--- config.mk ---
export PLATFORM = sky130hd
export DESIGN_NAME = jtag_tap_ctrl
export DESIGN_NICKNAME = d
export VERILOG_FILES = /design/src/rtl/jtag_tap_pkg.sv /design/src/rtl/tap_fsm.sv /design/src/rtl/tap_ir.sv /design/src/rtl/tap_dr.sv /design/src/rtl/tap_tdo.sv /design/src/rtl/jtag_tap_ctrl.sv
export SDC_FILE = /design/constraint.sdc
export NUM_CORES = 1
export LEC_CHECK = 0
export BUFFER_PORTS_ARGS = -buffer_cell sky130_fd_sc_hd__clkbuf_2
export CAP_MARGIN = 25
export CORE_MARGIN = 1
export CORE_UTILIZATION = 25
export CTS_CLUSTER_SIZE = 16
export DETAILED_ROUTE_END_ITERATION = 12
export SLEW_MARGIN = 10
export SYNTH_ARGS = -nofsm -noshare
export SYNTH_HDL_FRONTEND = slang
export SYNTH_HIERARCHICAL = 1
export SYNTH_SLANG_ARGS = --single-unit
export TNS_END_PERCENT = 10
--- constraint.sdc ---
create_clock -name tck -period 2.35 [get_ports tck]
set_input_delay 0.47 -clock tck [delete_from_list [all_inputs] [get_ports tck]]
set_output_delay 0.47 -clock tck [all_outputs]
set_load 0.01 [all_outputs]
--- src/rtl/jtag_tap_pkg.sv ---
package jtag_tap_pkg;

    localparam int IR_W = 3;

    localparam logic [IR_W-1:0] OP_EXTEST  = 3'b000;
    localparam logic [IR_W-1:0] OP_INTEST  = 3'b001;
    localparam logic [IR_W-1:0] OP_SAMPLE  = 3'b010;
    localparam logic [IR_W-1:0] OP_IDCODE  = 3'b011;
    localparam logic [IR_W-1:0] OP_HIGHZ   = 3'b100;
    localparam logic [IR_W-1:0] OP_CLAMP   = 3'b110;
    localparam logic [IR_W-1:0] OP_BYPASS  = 3'b111;

    // Fixed pattern loaded into the instruction shift stage on capture.
    localparam logic [IR_W-1:0] IR_CAPTURE_PAT = 3'b001;

    typedef enum logic [3:0] {
        TS_RESET    = 4'd0,
        TS_IDLE     = 4'd1,
        TS_SEL_DR   = 4'd2,
        TS_CAP_DR   = 4'd3,
        TS_SHIFT_DR = 4'd4,
        TS_EXIT1_DR = 4'd5,
        TS_PAUSE_DR = 4'd6,
        TS_EXIT2_DR = 4'd7,
        TS_UPD_DR   = 4'd8,
        TS_SEL_IR   = 4'd9,
        TS_CAP_IR   = 4'd10,
        TS_SHIFT_IR = 4'd11,
        TS_EXIT1_IR = 4'd12,
        TS_PAUSE_IR = 4'd13,
        TS_EXIT2_IR = 4'd14,
        TS_UPD_IR   = 4'd15
    } tap_state_t;

    typedef enum logic [1:0] {
        DR_BYPASS = 2'd0,
        DR_IDENT  = 2'd1,
        DR_CHAIN  = 2'd2
    } dr_path_t;

endpackage

--- src/rtl/tap_fsm.sv ---
module tap_fsm
    import jtag_tap_pkg::*;
(
    input  logic       tck,
    input  logic       trst_n,
    input  logic       tms,
    output tap_state_t state_o,
    output logic       in_reset_o,
    output logic       ir_capture_o,
    output logic       ir_shift_o,
    output logic       ir_update_o,
    output logic       dr_capture_o,
    output logic       dr_shift_o,
    output logic       dr_update_o
);

    tap_state_t state_q;
    tap_state_t state_d;

    // State register.
    always_ff @(posedge tck or negedge trst_n) begin
        if (!trst_n) begin
            state_q <= TS_RESET;
        end else begin
            state_q <= state_d;
        end
    end

    // Next-state decode.
    always_comb begin
        state_d = state_q;
        unique case (state_q)
            TS_RESET:    state_d = tms ? TS_RESET    : TS_IDLE;
            TS_IDLE:     state_d = tms ? TS_SEL_DR   : TS_IDLE;
            TS_SEL_DR:   state_d = tms ? TS_SEL_IR   : TS_CAP_DR;
            TS_CAP_DR:   state_d = tms ? TS_EXIT1_DR : TS_SHIFT_DR;
            TS_SHIFT_DR: state_d = tms ? TS_EXIT1_DR : TS_SHIFT_DR;
            TS_EXIT1_DR: state_d = tms ? TS_UPD_DR   : TS_PAUSE_DR;
            TS_PAUSE_DR: state_d = tms ? TS_EXIT2_DR : TS_PAUSE_DR;
            TS_EXIT2_DR: state_d = tms ? TS_UPD_DR   : TS_SHIFT_DR;
            TS_UPD_DR:   state_d = tms ? TS_SEL_DR   : TS_IDLE;
            TS_SEL_IR:   state_d = tms ? TS_RESET    : TS_CAP_IR;
            TS_CAP_IR:   state_d = tms ? TS_EXIT1_IR : TS_SHIFT_IR;
            TS_SHIFT_IR: state_d = tms ? TS_EXIT1_IR : TS_SHIFT_IR;
            TS_EXIT1_IR: state_d = tms ? TS_UPD_IR   : TS_PAUSE_IR;
            TS_PAUSE_IR: state_d = tms ? TS_EXIT2_IR : TS_PAUSE_IR;
            TS_EXIT2_IR: state_d = tms ? TS_UPD_IR   : TS_SHIFT_IR;
            TS_UPD_IR:   state_d = tms ? TS_SEL_DR   : TS_IDLE;
            default:     state_d = TS_RESET;
        endcase
    end

    // Control outputs decoded from the current state.
    always_comb begin
        in_reset_o   = 1'b0;
        ir_capture_o = 1'b0;
        ir_shift_o   = 1'b0;
        ir_update_o  = 1'b0;
        dr_capture_o = 1'b0;
        dr_shift_o   = 1'b0;
        dr_update_o  = 1'b0;
        unique case (state_q)
            TS_RESET:    in_reset_o   = 1'b1;
            TS_CAP_IR:   ir_capture_o = 1'b1;
            TS_SHIFT_IR: ir_shift_o   = 1'b1;
            TS_UPD_IR:   ir_update_o  = 1'b1;
            TS_CAP_DR:   dr_capture_o = 1'b1;
            TS_SHIFT_DR: dr_shift_o   = 1'b1;
            TS_UPD_DR:   dr_update_o  = 1'b1;
            default:     ;
        endcase
    end

    assign state_o = state_q;

endmodule

--- src/rtl/tap_ir.sv ---
module tap_ir
    import jtag_tap_pkg::*;
(
    input  logic            tck,
    input  logic            trst_n,
    input  logic            tdi,
    input  logic            in_reset,
    input  logic            ir_capture,
    input  logic            ir_shift,
    input  logic            ir_update,
    output logic [IR_W-1:0] ir_o,
    output logic            ir_so,
    output dr_path_t        path_o,
    output logic            pin_drive_o,
    output logic            core_drive_o,
    output logic            pins_off_o
);

    logic [IR_W-1:0] sr_q;
    logic [IR_W-1:0] ir_q;

    // Instruction shift stage and instruction latch.
    always_ff @(posedge tck or negedge trst_n) begin
        if (!trst_n) begin
            sr_q <= IR_CAPTURE_PAT;
            ir_q <= OP_IDCODE;
        end else begin
            if (ir_capture) begin
                sr_q <= IR_CAPTURE_PAT;
            end else if (ir_shift) begin
                sr_q <= {tdi, sr_q[IR_W-1:1]};
            end
            if (in_reset) begin
                ir_q <= OP_IDCODE;
            end else if (ir_update) begin
                ir_q <= sr_q;
            end
        end
    end

    // Instruction decode: data path and pin modes.
    always_comb begin
        path_o       = DR_BYPASS;
        pin_drive_o  = 1'b0;
        core_drive_o = 1'b0;
        pins_off_o   = 1'b0;
        unique case (ir_q)
            OP_EXTEST: begin
                path_o      = DR_CHAIN;
                pin_drive_o = 1'b1;
            end
            OP_INTEST: begin
                path_o       = DR_CHAIN;
                core_drive_o = 1'b1;
            end
            OP_SAMPLE: path_o = DR_CHAIN;
            OP_IDCODE: path_o = DR_IDENT;
            OP_HIGHZ:  pins_off_o = 1'b1;
            OP_CLAMP:  pin_drive_o = 1'b1;
            default:   path_o = DR_BYPASS;
        endcase
    end

    assign ir_o  = ir_q;
    assign ir_so = sr_q[0];

endmodule

--- src/rtl/tap_dr.sv ---
module tap_dr
    import jtag_tap_pkg::*;
#(
    parameter int          ID_W     = 32,
    parameter logic [31:0] ID_VALUE = 32'h0B5C_E02F
) (
    input  logic     tck,
    input  logic     trst_n,
    input  logic     tdi,
    input  dr_path_t path,
    input  logic     dr_capture,
    input  logic     dr_shift,
    input  logic     dr_update,
    input  logic     chain_so,
    output logic     dr_so,
    output logic     chain_sel,
    output logic     chain_capture,
    output logic     chain_shift,
    output logic     chain_update
);

    localparam logic [ID_W-1:0] ID_INIT = ID_VALUE[ID_W-1:0];

    logic            byp_q;
    logic [ID_W-1:0] id_q;
    logic            sel_byp;
    logic            sel_id;

    assign sel_byp   = (path == DR_BYPASS);
    assign sel_id    = (path == DR_IDENT);
    assign chain_sel = (path == DR_CHAIN);

    // Bypass stage and identification register.
    always_ff @(posedge tck or negedge trst_n) begin
        if (!trst_n) begin
            byp_q <= 1'b0;
            id_q  <= ID_INIT;
        end else begin
            if (sel_byp && dr_capture) begin
                byp_q <= 1'b0;
            end else if (sel_byp && dr_shift) begin
                byp_q <= tdi;
            end
            if (sel_id && dr_capture) begin
                id_q <= ID_INIT;
            end else if (sel_id && dr_shift) begin
                id_q <= {tdi, id_q[ID_W-1:1]};
            end
        end
    end

    // Strobes to the external boundary chain.
    assign chain_capture = chain_sel && dr_capture;
    assign chain_shift   = chain_sel && dr_shift;
    assign chain_update  = chain_sel && dr_update;

    // Serial output of the selected data path.
    always_comb begin
        unique case (path)
            DR_IDENT: dr_so = id_q[0];
            DR_CHAIN: dr_so = chain_so;
            default:  dr_so = byp_q;
        endcase
    end

endmodule

--- src/rtl/tap_tdo.sv ---
module tap_tdo (
    input  logic tck,
    input  logic trst_n,
    input  logic ir_shift,
    input  logic dr_shift,
    input  logic ir_so,
    input  logic dr_so,
    output logic tdo,
    output logic tdo_oe
);

    // Test output launched on the falling edge.
    always_ff @(negedge tck or negedge trst_n) begin
        if (!trst_n) begin
            tdo    <= 1'b0;
            tdo_oe <= 1'b0;
        end else if (ir_shift) begin
            tdo    <= ir_so;
            tdo_oe <= 1'b1;
        end else if (dr_shift) begin
            tdo    <= dr_so;
            tdo_oe <= 1'b1;
        end else begin
            tdo    <= 1'b0;
            tdo_oe <= 1'b0;
        end
    end

endmodule

--- src/rtl/jtag_tap_ctrl.sv ---
module jtag_tap_ctrl
    import jtag_tap_pkg::*;
#(
    parameter int          ID_W     = 32,
    parameter logic [31:0] ID_VALUE = 32'h0B5C_E02F
) (
    input  logic tck,
    input  logic trst_n,
    input  logic tms,
    input  logic tdi,
    output logic tdo,
    output logic tdo_oe,
    output logic chain_sel,
    output logic chain_capture,
    output logic chain_shift,
    output logic chain_update,
    output logic chain_si,
    input  logic chain_so,
    output logic pin_drive_en,
    output logic core_drive_en,
    output logic pins_off
);

    tap_state_t      state_w;
    logic            in_reset_w;
    logic            ir_cap_w;
    logic            ir_shift_w;
    logic            ir_upd_w;
    logic            dr_cap_w;
    logic            dr_shift_w;
    logic            dr_upd_w;
    logic [IR_W-1:0] ir_w;
    logic            ir_so_w;
    dr_path_t        path_w;
    logic            dr_so_w;

    tap_fsm u_fsm (
        .tck          (tck),
        .trst_n       (trst_n),
        .tms          (tms),
        .state_o      (state_w),
        .in_reset_o   (in_reset_w),
        .ir_capture_o (ir_cap_w),
        .ir_shift_o   (ir_shift_w),
        .ir_update_o  (ir_upd_w),
        .dr_capture_o (dr_cap_w),
        .dr_shift_o   (dr_shift_w),
        .dr_update_o  (dr_upd_w)
    );

    tap_ir u_ir (
        .tck          (tck),
        .trst_n       (trst_n),
        .tdi          (tdi),
        .in_reset     (in_reset_w),
        .ir_capture   (ir_cap_w),
        .ir_shift     (ir_shift_w),
        .ir_update    (ir_upd_w),
        .ir_o         (ir_w),
        .ir_so        (ir_so_w),
        .path_o       (path_w),
        .pin_drive_o  (pin_drive_en),
        .core_drive_o (core_drive_en),
        .pins_off_o   (pins_off)
    );

    tap_dr #(
        .ID_W     (ID_W),
        .ID_VALUE (ID_VALUE)
    ) u_dr (
        .tck           (tck),
        .trst_n        (trst_n),
        .tdi           (tdi),
        .path          (path_w),
        .dr_capture    (dr_cap_w),
        .dr_shift      (dr_shift_w),
        .dr_update     (dr_upd_w),
        .chain_so      (chain_so),
        .dr_so         (dr_so_w),
        .chain_sel     (chain_sel),
        .chain_capture (chain_capture),
        .chain_shift   (chain_shift),
        .chain_update  (chain_update)
    );

    tap_tdo u_tdo (
        .tck      (tck),
        .trst_n   (trst_n),
        .ir_shift (ir_shift_w),
        .dr_shift (dr_shift_w),
        .ir_so    (ir_so_w),
        .dr_so    (dr_so_w),
        .tdo      (tdo),
        .tdo_oe   (tdo_oe)
    );

    assign chain_si = tdi;

endmodule

# Word level (Yosys, flattened, before mapping)
# Index checks and enable logic that the tools add are counted.
[totals]
elab_cells = 85
ff_bits = 45
[op_classes]
n_mux = 37
n_reduce_logical = 19
eq_ne = 22
[op_table]
columns = ["operator", "count"]
rows = [
  ["2-to-1 mux 32 bit", 2],
  ["case mux 4 bit (12 select lines)", 1],
  ["== test 4 bit (second input constant)", 8],
  ["2-to-1 mux 1 bit", 19],
  ["2-to-1 mux 3 bit", 6],
  ["== test 4 x 3 -> 1 bit (second input constant)", 4],
  ["2-to-1 mux 4 bit", 4],
  ["== test 4 x 2 -> 1 bit (second input constant)", 2],
  ["nonzero test 2 bit", 4],
  ["logical AND 1 bit", 7],
  ["== test 3 x 2 -> 1 bit (second input constant)", 2],
  ["== test 3 bit (second input constant)", 2],
  ["2-to-1 mux 2 bit", 3],
  ["OR reduction 2 bit", 3],
  ["OR reduction 3 bit", 2],
  ["== test 4 x 1 -> 1 bit (second input constant)", 1],
  ["zero test 4 bit", 1],
  ["case mux 2 bit (2 select lines)", 1],
  ["== test 3 x 1 -> 1 bit (second input constant)", 1],
  ["zero test 3 bit", 1],
  ["== test 2 x 1 -> 1 bit (second input constant)", 1],
  ["== test 2 bit (second input constant)", 1],
  ["zero test 2 bit", 1],
  ["case mux 1 bit (2 select lines)", 1],
]

# Logic depth before layout (Yosys ltp)
[depth]
ltp_word = 7
depth_mapped = 7
depth_no_buf = 7

# Hierarchy
# The synthesis kept the hierarchy.
[by_module_without_submodules]
columns = ["module", "cells_each", "seq_area_each_um2", "area_each_um2", "n_inst"]
rows = [
  ["tap_dr", 89, 844.6, 1310.0, 1],
  ["tap_fsm", 46, 100.1, 339.1, 1],
  ["tap_ir", 24, 153.9, 282.8, 1],
  ["tap_tdo", 6, 50.0, 68.8, 1],
  ["jtag_tap_ctrl", 1, 0.0, 7.5, 1],
]

==> run summary <==
The async set or reset register ratio after synthesis works out to 1.00. After detailed routing, the average wire length per cell comes to 13.0 um. The die extent in y was 91.6 um; the number of remaining DRC errors was 0. The post-route antenna net violation count was 0. The number of antenna violations at the first check in global routing is 0, and the worst-skew pair later-pin latency is 0.30 ns. TritonCTS built the clock tree. The checks that failed: negative setup slack.

Measured along the x axis, the die boundary spans 91.6 um. In this run the critical register-to-register path is captured at u_tdo/tdo. The run gives 7770 sq um as the area of the core. Number of H-tree branching levels: 2.

The post-synthesis cell type with the largest combined area was sky130_fd_sc_hd__dfrtp_1. The TritonCTS buffer count is 5. For this run, the leading register cell type out of synthesis is sky130_fd_sc_hd__dfrtp_1. Among all stages on the critical path, the largest delay is contributed by sky130_fd_sc_hd__dfstp_2.

Setup violations remaining at the end of the flow were counted as 3. The worst-case IR drop observed on VDD is 0.542 mV. The logs give 0.259 for the starting density of the core and 0.328 ns for the worst hold slack.

Global routing finished with a remaining overflow of 0. The worst min-delay path category is in2async. The iteration count of the initial detailed-routing pass was 4. The total count of max-transition violations in the final report is 0, and the number of DRC markers after the initial detailed-route iteration is 61. The tools report the kind of capture point of the worst setup path as a register. The stage delay of the slowest cell on the critical path was 0.55 ns; the fill cell instance count of the final layout was 817. The cell chosen for the clock root is sky130_fd_sc_hd__clkbuf_8.

The number of buffers added to fix hold violations after cts was 0. The library cells used most frequently in the layout, excluding fill and tap cells, are sky130_fd_sc_hd__dfrtp_1 (25), sky130_fd_sc_hd__buf_4 (21), sky130_fd_sc_hd__a22o_1 (18), sky130_fd_sc_hd__dfstp_2 (18), sky130_fd_sc_hd__o22a_1 (15). Setup repair after global routing could not meet its margin everywhere. After clock tree synthesis, the clock-pin slew on the worst setup and hold paths is 0.09 ns.

The max-slew headroom at the worst pin was 0.587. Entering global routing, the biggest net connects 44 pins. Launch point of the worst reg-to-reg path: u_ir/ir_o[0].

The first global-routing pass estimated 6770 um of wire. Wires add up to 3920 um. After detailed placement, the total cell area comes to 2290 sq um. The critical path ends at u_tdo/tdo. In the synthesized netlist, the number of instances is 166.

The clock sink count was 45; the data required time at the worst endpoint was 1.31 ns. The most common cell after layout, fill and taps aside was sky130_fd_sc_hd__dfrtp_1. The number of distinct library cell variants in the gate-level netlist after synthesis is 41, and the maximum net fanout on the critical path is 3. Area overhead of the layout relative to synthesis: 21.5%.

The slew of the pin with the lowest slew margin works out to 0.620 ns. Yosys printed 6 warnings. The run gives 32 as the site row count. The run finished, with violations left. The share of the synthesized area in the top cell type is 0.312. The count of buffers added on input and output ports is 14. The clock tree skew after final layout was 0.00989 ns; the detailed-placement wirelength estimate was 2660 um. After synthesis the netlist holds a flip-flop and latch count of 45. The synthesized cell area is 2010 sq um. The worst setup path is of the reg2reg kind. The critical path goes through and3b_2, inv_4, ha_4, a22oi_2, a21oi_1, nand2_1, o21ai_1.

The number of cells on the worst reg-to-reg path is 7. The tools report the multi-input gate area in the final layout as 817 sq um. The tools report the final cell area excluding filler cells as 2440 sq um. The data arrival time of the critical path was 1.64 ns; the final setup slack of the worst path was -0.325 ns. Tracing the worst setup path back leads to its startpoint at u_ir/ir_o[0].

The logs give 207 for the final net count and 0.00106 uW for the static leakage power. The register area is 1150 sq um, and the power per unit of standard cell area is 1360 nW/um^2. The pre-CTS setup slack was -0.352 ns.

0 antenna diodes ended up in the layout. Setup slack on the worst reg-to-reg path comes out at -0.33 ns. In this run the deepest clock path goes through 2 buffers. The max capacitance violation total is 0, and the net count after synthesis is 175.

The run gives 0 as the number of hold-slack violations in the final timing report. The number of vias in the routed layout is 1,385. The floorplan step defined a die boundary enclosing 8400 sq um.

The routability congestion estimate is 0.774, and the total track usage is 0.105. Averaged over all synthesized cells, the footprint is 12.1 sq um. STA classifies the critical path startpoint as a register.

Dividing the detail-routed via count by the number of cells gives 4.60. The number of enable-type register cells in the synthesized netlist came out at 0. The run gives 3320 uW as the total chip power. Sorting the synthesized cells by area gives the leading types as sky130_fd_sc_hd__dfrtp_1 (31%), sky130_fd_sc_hd__dfstp_2 (24%), sky130_fd_sc_hd__a22o_1 (7.9%), sky130_fd_sc_hd__o22a_1 (6.5%), sky130_fd_sc_hd__dfrtn_1 (2.5%). 15 I/O pins were placed.

The proportion of layout cells with a drive suffix above 1 came out at 0.352. The register area share after synthesis was 0.572. Via count of the first global-routing pass: 1,379.
-- area by class of cell --
type,instances,area share
tap,102,0.0523
clock inverter,3,0.00923
inverter,5,0.00872
clock buffer,5,0.0282
multi-input combinational,106,0.335
timing repair buffer,35,0.0959
sequential,45,0.471
-- stage by stage --
stage / util / instances / TNS (ns)
CTS: 0.313 / 301 / -0.593
detailed placement: 0.295 / 291 / -0.352
global route: 0.314 / 301 / -0.702
global placement: 0.295 / 291 / -0.299
finish: 0.314 / 301 / -0.553
floorplan: - / 166 / -0.437
-- state kept, by name, indices dropped and copies added, names as in the netlist --
name / cells
u_fsm/state_o: 4
u_tdo/tdo_oe: 1
u_dr/id_q: 32
u_ir/ir_o: 3
u_ir/sr_q: 3
u_dr/byp_q: 1
u_tdo/tdo: 1
-- synthesized netlist by cell type (2+ instances only) --
library cell	n
sky130_fd_sc_hd__o21a_1	2
sky130_fd_sc_hd__inv_1	4
sky130_fd_sc_hd__buf_2	6
sky130_fd_sc_hd__nor2b_1	5
sky130_fd_sc_hd__and3b_1	2
sky130_fd_sc_hd__nor3_1	2
sky130_fd_sc_hd__and2_1	3
sky130_fd_sc_hd__mux2i_1	4
sky130_fd_sc_hd__dfrtn_1	2
sky130_fd_sc_hd__or2_1	2
sky130_fd_sc_hd__nor3b_1	3
sky130_fd_sc_hd__o22a_1	15
sky130_fd_sc_hd__nor2_1	10
sky130_fd_sc_hd__a211o_1	3
sky130_fd_sc_hd__ha_1	4
sky130_fd_sc_hd__a22o_1	18
sky130_fd_sc_hd__a21oi_1	4
sky130_fd_sc_hd__nor4_1	2
sky130_fd_sc_hd__buf_6	2
sky130_fd_sc_hd__nand2_1	7
sky130_fd_sc_hd__dfstp_2	18
sky130_fd_sc_hd__dfrtp_1	25
sky130_fd_sc_hd__o21ai_0	5
-- logic make-up (layout without fill, tap and decap cells) --
family | count (synthesis) | count (layout) | synth area share
flops | 45 | 45 | 0.572
buf+inv | 15 | 48 | 0.0411
mux | 4 | 4 | 0.0199
fa+ha+maj | 4 | 4 | 0.0249
simple gates | 41 | 41 | 0.113
compound gates | 56 | 56 | 0.224
xor+xnor | 1 | 1 | 0.00436
-- where the power goes --
group          switching (uW)  internal, uW
clock                     262           211
sequential                186          1170
combinational             745           750
-- timing repair --
item,CTS,global route
pin swaps,2,0
gates resized for setup,6,3
buffers inserted,2,0
setup endpoints to repair,3,3
-- routing by layer --
layer	GRT usage	part of all wire	vias to the layer above
met4	0.0516	0.019	0
li1	-	-	684
met3	0.0274	0.028	7
met5	0	0	-
met2	0.156	0.45	24
met1	0.141	0.50	670
-- worst max-delay path, delay by kind of cell, from the launching register on --
kind            cells  cell delay, ns
flops               1            0.55
simple gates        2            0.29
compound gates      3            0.29
fa+ha+maj           1            0.16
buf+inv             1            0.05
-- how the worst min path moves through the flow --
| stage | start | end | slack [ns] | cells after the start |
|---|---|---|---|---|
| 4_1_cts | trst_n | u_dr/id_q[17] | 0.33 | 2 |
| 3_5_place_dp | u_dr/id_q[9] | u_dr/id_q[9] | 0.48 | 1 |
| 6_report | trst_n | u_dr/id_q[17] | 0.33 | 2 |
| 2_1_floorplan | trst_n | u_dr/byp_q | 0.17 | 0 |
| 3_3_place_gp | u_dr/id_q[23] | u_dr/id_q[23] | 0.48 | 1 |
| 5_1_grt | trst_n | u_dr/id_q[11] | 0.37 | 2 |
(Power assumes the default switching activity.)
